**src/rtl/eprom_pkg.sv**
```systemverilog
package eprom_pkg;

    typedef enum logic [2:0] {
        M_STANDBY,
        M_OUT_DIS,
        M_READ,
        M_VERIFY,
        M_ID_READ,
        M_PROGRAM,
        M_INHIBIT
    } pin_mode_t;

    typedef enum logic [1:0] {
        ST_ERASE,
        ST_IDLE,
        ST_ARMED
    } seq_state_t;

endpackage

```
**src/rtl/eprom_seq.sv**
```systemverilog
module eprom_seq
    import eprom_pkg::*;
#(
    parameter int ADDR_W = 10,
    parameter int DATA_W = 8
) (
    input  logic              clk,
    input  logic              rst,
    input  pin_mode_t         mode,
    input  logic [ADDR_W-1:0] addr_i,
    input  logic [DATA_W-1:0] din_i,
    input  logic              erase_go,
    output logic              we,
    output logic              wand_mode,
    output logic [ADDR_W-1:0] waddr,
    output logic [DATA_W-1:0] wdata,
    output logic              busy
);

    localparam logic [ADDR_W-1:0] LAST_ADDR = {ADDR_W{1'b1}};

    seq_state_t        state, state_nxt;
    logic [ADDR_W-1:0] sweep_cnt;
    logic [ADDR_W-1:0] cap_addr;
    logic [DATA_W-1:0] cap_data;

    always_ff @(posedge clk) begin
        if (rst) state <= ST_ERASE;
        else     state <= state_nxt;
    end

    always_comb begin
        state_nxt = state;
        unique case (state)
            ST_ERASE: begin
                if (sweep_cnt == LAST_ADDR) state_nxt = ST_IDLE;
            end
            ST_IDLE: begin
                if (erase_go)                state_nxt = ST_ERASE;
                else if (mode == M_PROGRAM)  state_nxt = ST_ARMED;
            end
            ST_ARMED: begin
                if (erase_go)                state_nxt = ST_ERASE;
                else if (mode != M_PROGRAM)  state_nxt = ST_IDLE;
            end
            default: state_nxt = ST_IDLE;
        endcase
    end

    always_comb begin
        we        = 1'b0;
        wand_mode = 1'b0;
        waddr     = cap_addr;
        wdata     = cap_data;
        busy      = 1'b0;
        unique case (state)
            ST_ERASE: begin
                we    = 1'b1;
                waddr = sweep_cnt;
                wdata = {DATA_W{1'b1}};
                busy  = 1'b1;
            end
            ST_IDLE: ;
            ST_ARMED: begin
                // chip select rose while programming voltage held: commit
                if (!erase_go && mode == M_INHIBIT) begin
                    we        = 1'b1;
                    wand_mode = 1'b1;
                end
            end
            default: ;
        endcase
    end

    always_ff @(posedge clk) begin
        if (rst || state != ST_ERASE) sweep_cnt <= '0;
        else                          sweep_cnt <= sweep_cnt + 1'b1;
    end

    always_ff @(posedge clk) begin
        if (rst) begin
            cap_addr <= '0;
            cap_data <= '0;
        end else if (mode == M_PROGRAM && state != ST_ERASE) begin
            cap_addr <= addr_i;
            cap_data <= din_i;
        end
    end

endmodule

```
**config.mk**
```make
export PLATFORM = sky130hd
export DESIGN_NAME = eprom_seq
export DESIGN_NICKNAME = d
export VERILOG_FILES = /design/src/rtl/eprom_pkg.sv /design/src/rtl/eprom_seq.sv
export SDC_FILE = /design/constraint.sdc
export NUM_CORES = 1
export LEC_CHECK = 0
export ABC_AREA = 0
export BUFFER_PORTS_ARGS = -buffer_cell sky130_fd_sc_hd__buf_4
export CAP_MARGIN = 20
export CORE_UTILIZATION = 45
export DETAILED_ROUTE_END_ITERATION = 6
export GPL_ROUTABILITY_DRIVEN = 0
export PLACE_DENSITY = 0.75
export REMOVE_ABC_BUFFERS = 1
export SLEW_MARGIN = 20
export SYNTH_ARGS = -nofsm -noshare
export SYNTH_HDL_FRONTEND = slang
export SYNTH_SLANG_ARGS = --single-unit
```
**constraint.sdc**
```tcl
create_clock -name clk -period 1.64 [get_ports clk]
set_input_delay 0.41 -clock clk [delete_from_list [all_inputs] [get_ports clk]]
set_output_delay 0.41 -clock clk [all_outputs]
set_load 0.01 [all_outputs]
```
# == After elaboration in Yosys (flattened, before gate mapping) ==
# Cells that the tools add are included.
# op_classes
n_div,0
n_reduce_logical,7
order_cmp,0
shifts,0
eq_ne,9
muxes,12
n_bitwise,0
add_sub_neg,1
n_mul,0
# ops
cell,n
10-bit by 1-bit adder with 10-bit output (second input constant),1
10-bit equality test (second input constant),1
10-bit 2-to-1 mux,1
2-bit 2-to-1 mux,5
3-bit != test (second input constant),3
8-bit 2-to-1 mux,1
3-bit equality test (second input constant),2
2-bit case mux with 3 select lines,1
1-bit 2-to-1 mux,3
3-bit AND reduction,1
2-bit by 1-bit equality test with 1-bit output (second input constant),1
2-bit equality test (second input constant),1
1-bit logical AND,2
2-bit zero test,1
2-bit != test (second input constant),1
1-bit case mux with 2 select lines,1
2-bit nonzero test,1
1-bit zero test,1
1-bit logical OR,1
# totals
n_memories,0
word_cells,33
in_bits,24
romBits,0
mem_bits_rw,0
latch_bits,0
output_inout_bits,21
register_bits,30

# == Logic depth before layout (Yosys ltp) ==
# logic_depth
ltp_word,4
mapped_depth,6

# == Least setup slack after synthesis ==
# No wires, ideal clock.
# synth_path
path_type,register to output
from,reg state[0]
to,out waddr[6]
setup_slack_ps,-96
path_buffers,3
arrival_time_ps,1326
path_stages_with_launch,6
path_cell_list,dfxtp_1 > or2_1 > buf_2 > clkbuf_1 > buf_2 > o21ai_0
# synth_via
elab_chain_len,2
# synth_lines
item,line_no,rtl
from (decl),eprom_seq.sv:22,"seq_state_t state, state_nxt;"
from (signal assigned),eprom_seq.sv:29,else state <= state_nxt;
2-bit zero test,eprom_seq.sv:56,unique case (state)
10-bit 2-to-1 mux,eprom_seq.sv:56,
to (decl),eprom_seq.sv:15,"output logic [ADDR_W-1:0] waddr,"
# No other way between the ends.

# == Worst setup path in the final report ==
# layout_path
from,reg state[0]
to,out waddr[1]
# The elaborated chain is that of the path after synthesis.

==> results.cfg <==
[timing]
fmax_ghz = 0.535
setup_slack_ns = -0.228
period_needed_ns = 1.87
report.final.slew_viol_count = 0
tightest_slew_ns = 0.359
slew_headroom_pct = 75.7
worst_clock_skew_ns = 0.0115
setup_viol = 21
setup_tns_ns = -3.26
rsz0062_at_grt = true
fin_crit_sh_pct = 114
hold_viol_final = 0

[synthesis]
synth.most_common_cell = nand2_1
synth.avg_cell_area_um2 = 7.68
synth_area_leaders = dfxtp_1, nand2_1, a21oi_1
synth-async-reset-ratio_pct = 0
synthFlopType = dfxtp_1
synth_top_area_share_pct = 42.7
synth_cell_types = 30
synth_area_mm2 = 0.00141
netlist_instances = 183
yosysWarnings = 0
synth_edf_count = 0
ys_seq_elements = 30
yosysSeqAreaShare_pct = 42.7
synth_top_area_cell = dfxtp_1
synth_commonest_cells = nand2_1, dfxtp_1, a21oi_1

[die]
io_pins = 45
die_x_um = 57.9
fp-row-count = 19
design.core.area_mm2 = 0.00285
fp.dieH_um = 57.9
start_util_pct = 49.3
dieArea_mm2 = 0.00335

[hold_path]
whs_path_depth = 3
hold_class = in2reg

[job]
drv_cap = 0

[place]
portBuffers = 44
placed_area_mm2 = 0.00179
dp_hpwl_mm = 2.36
dp_slack_ns = 0.0319

[power_and_ir_drop]
power.density_mw_per_mm2 = 636
pwr-share-clk_pct = 36.6
p_int_mw = 1.00
comb_power_share_pct = 8.6
pwr-share-seq_pct = 54.8
ir_drop_v = 0.000553
p_sw_mw = 0.353
finalPower_mw = 1.36
swShare_pct = 26.0
p_leak_nw = 0.906

[routing]
wirelength_mm = 4.01
via_per_inst = 5.69
initialDrtViolationCount = 53
drtAntennaViolNets = 0
drc = 0
wl_per_cell_um = 15.0
vias = 1524
drt_first_pass_iters = 4

[clock_network]
cts_buffer_depth = 2
cts.sinks = 30
cts_root_buf = clkbuf_4
clk_pin_slew_ns = 0.11
cts_made_buffers = 5
cts_tree = built
insertion_delay_ns = 0.34
h-tree-depth = 2
cts_hold_buf = 0

[global_routing]
antenna_found_initial = 0
gr-total-overflow = 0
grt.total_usage_pct = 23.6
grt_pass1_vias = 1365
grt_pass1_wl_mm = 6.07
grt_max_degree = 23

[status]
status = finished, violations left
violations = negative setup slack

[final_layout]
n_antenna_cell = 0
drive_gt1_share_pct = 40.9
fillers = 209
fin_area_mm2 = 0.00213
nets = 261
syn_to_final_growth_pct = 51.6

[critical_path]
crit_fanout = 8
critPathKind = reg2out
crit_required_ns = 1.23
critPathCaptureType = output port
cp.arrival_ns = 1.46
startpoint_type = register
r2r_cells = 4
## sequential cells by signal, summed over array words and instances (netlist names)
name / flops
state: 2
cap_data: 8
cap_addr: 10
sweep_cnt: 10
## cell usage in the layout (no fill, tap or decap), types with 2 or more instances in the layout
| cell type | synthesis | final |
|---|---|---|
| or3_1 | 2 | 2 |
| or4_1 | 3 | 3 |
| xor2_1 | 3 | 3 |
| clkbuf_4 | 0 | 5 |
| o21ai_0 | 21 | 20 |
| nand2_2 | 0 | 13 |
| o31ai_1 | 3 | 3 |
| nand2_1 | 31 | 14 |
| nand2b_1 | 9 | 3 |
| buf_4 | 0 | 37 |
| a21oi_1 | 23 | 23 |
| buf_6 | 0 | 18 |
| nand2_4 | 0 | 4 |
| and3b_1 | 2 | 2 |
| inv_1 | 2 | 2 |
| nor2_1 | 5 | 5 |
| dfxtp_1 | 30 | 29 |
| nand2b_4 | 0 | 6 |
| nand3_1 | 22 | 22 |
## what timing repair did
item,4_1_cts,5_1_grt
pin swaps,2,9
setup buffers,3,1
endpoints found under the setup margin,21,21
gates cloned,1,1
gates resized for setup,30,29
## stage by stage
stage | util, % | hold WS, ns | instances
2_1_floorplan | - | 0.441 | 170
4_1_cts | 69.6 | 0.315 | 266
6_report | 74.7 | 0.309 | 268
3_3_place_gp | 62.6 | 0.457 | 254
5_1_grt | 74.7 | 0.315 | 268
3_5_place_dp | 62.6 | 0.468 | 254
## final cells by class
type / count / area [um^2] / area share (%)
Clock buffer: 6 / 51.3 / 2.41
Sequential cell: 30 / 602 / 28.2
Inverter: 3 / 23.8 / 1.12
Tap cell: 31 / 38.8 / 1.82
Clock inverter: 2 / 12.5 / 0.587
Timing Repair Buffer: 59 / 546 / 25.6
Multi-Input combinational cell: 137 / 857 / 40.2
## power groups by stage
| stage | clock, mW | sequential, mW | combinational (mW) |
|---|---|---|---|
| detailed placement | 0 | 0.759 | 0.106 |
| floorplan | 0 | 0.758 | 0.0314 |
| finish | 0.496 | 0.742 | 0.117 |
| global route | 0.525 | 0.743 | 0.127 |
| global placement | 0 | 0.757 | 0.104 |
| CTS | 0.486 | 0.742 | 0.112 |
## worst paths after layout
kind                                          startpoint                        to  slack [ns]
worst max-delay path               state[0]$_SDFFE_PP0P_                  waddr[1]       -0.23
worst min-delay path                           addr_i[5]  cap_addr[5]$_SDFFE_PP0P_        0.31
worst max register to register   sweep_cnt[0]$_SDFF_PP0_   sweep_cnt[8]$_SDFF_PP0_        0.15
worst min register to register  cap_data[6]$_SDFFE_PP0P_  cap_data[6]$_SDFFE_PP0P_        0.49
## cells by family (layout without fill, tap and decap cells)
logic type	after synthesis	count (layout)	share of synthesized area, %
buffers and inverters	16	70	4.72
adder cells (fa/ha/maj)	1	1	0.890
XOR/XNOR	4	4	2.49
flip-flops	30	30	42.7
AND/OR/NAND/NOR	83	83	30.8
AO/OA/AOI/OAI	49	49	18.3
## layer usage
layer  wire length, um  share of wire [%]  vias to the layer above  global-route usage, %
li1                  -                  -                      743                      -
met1              1700                 42                      720                   29.4
met2              2040                 51                       51                   39.1
met3               214                5.3                       10                   6.03
met4                65                1.6                        0                   9.18
met5                 0                  0                        -                      0
## critical path, stage by stage, from the launching register on
cell and delay, ns:
dfxtp_2 0.35, or2_4 0.33, buf_12 0.18, nand2_2 0.07
nand2_2 0.07, buf_6 0.12
Power figures use the tool's default switching activity.
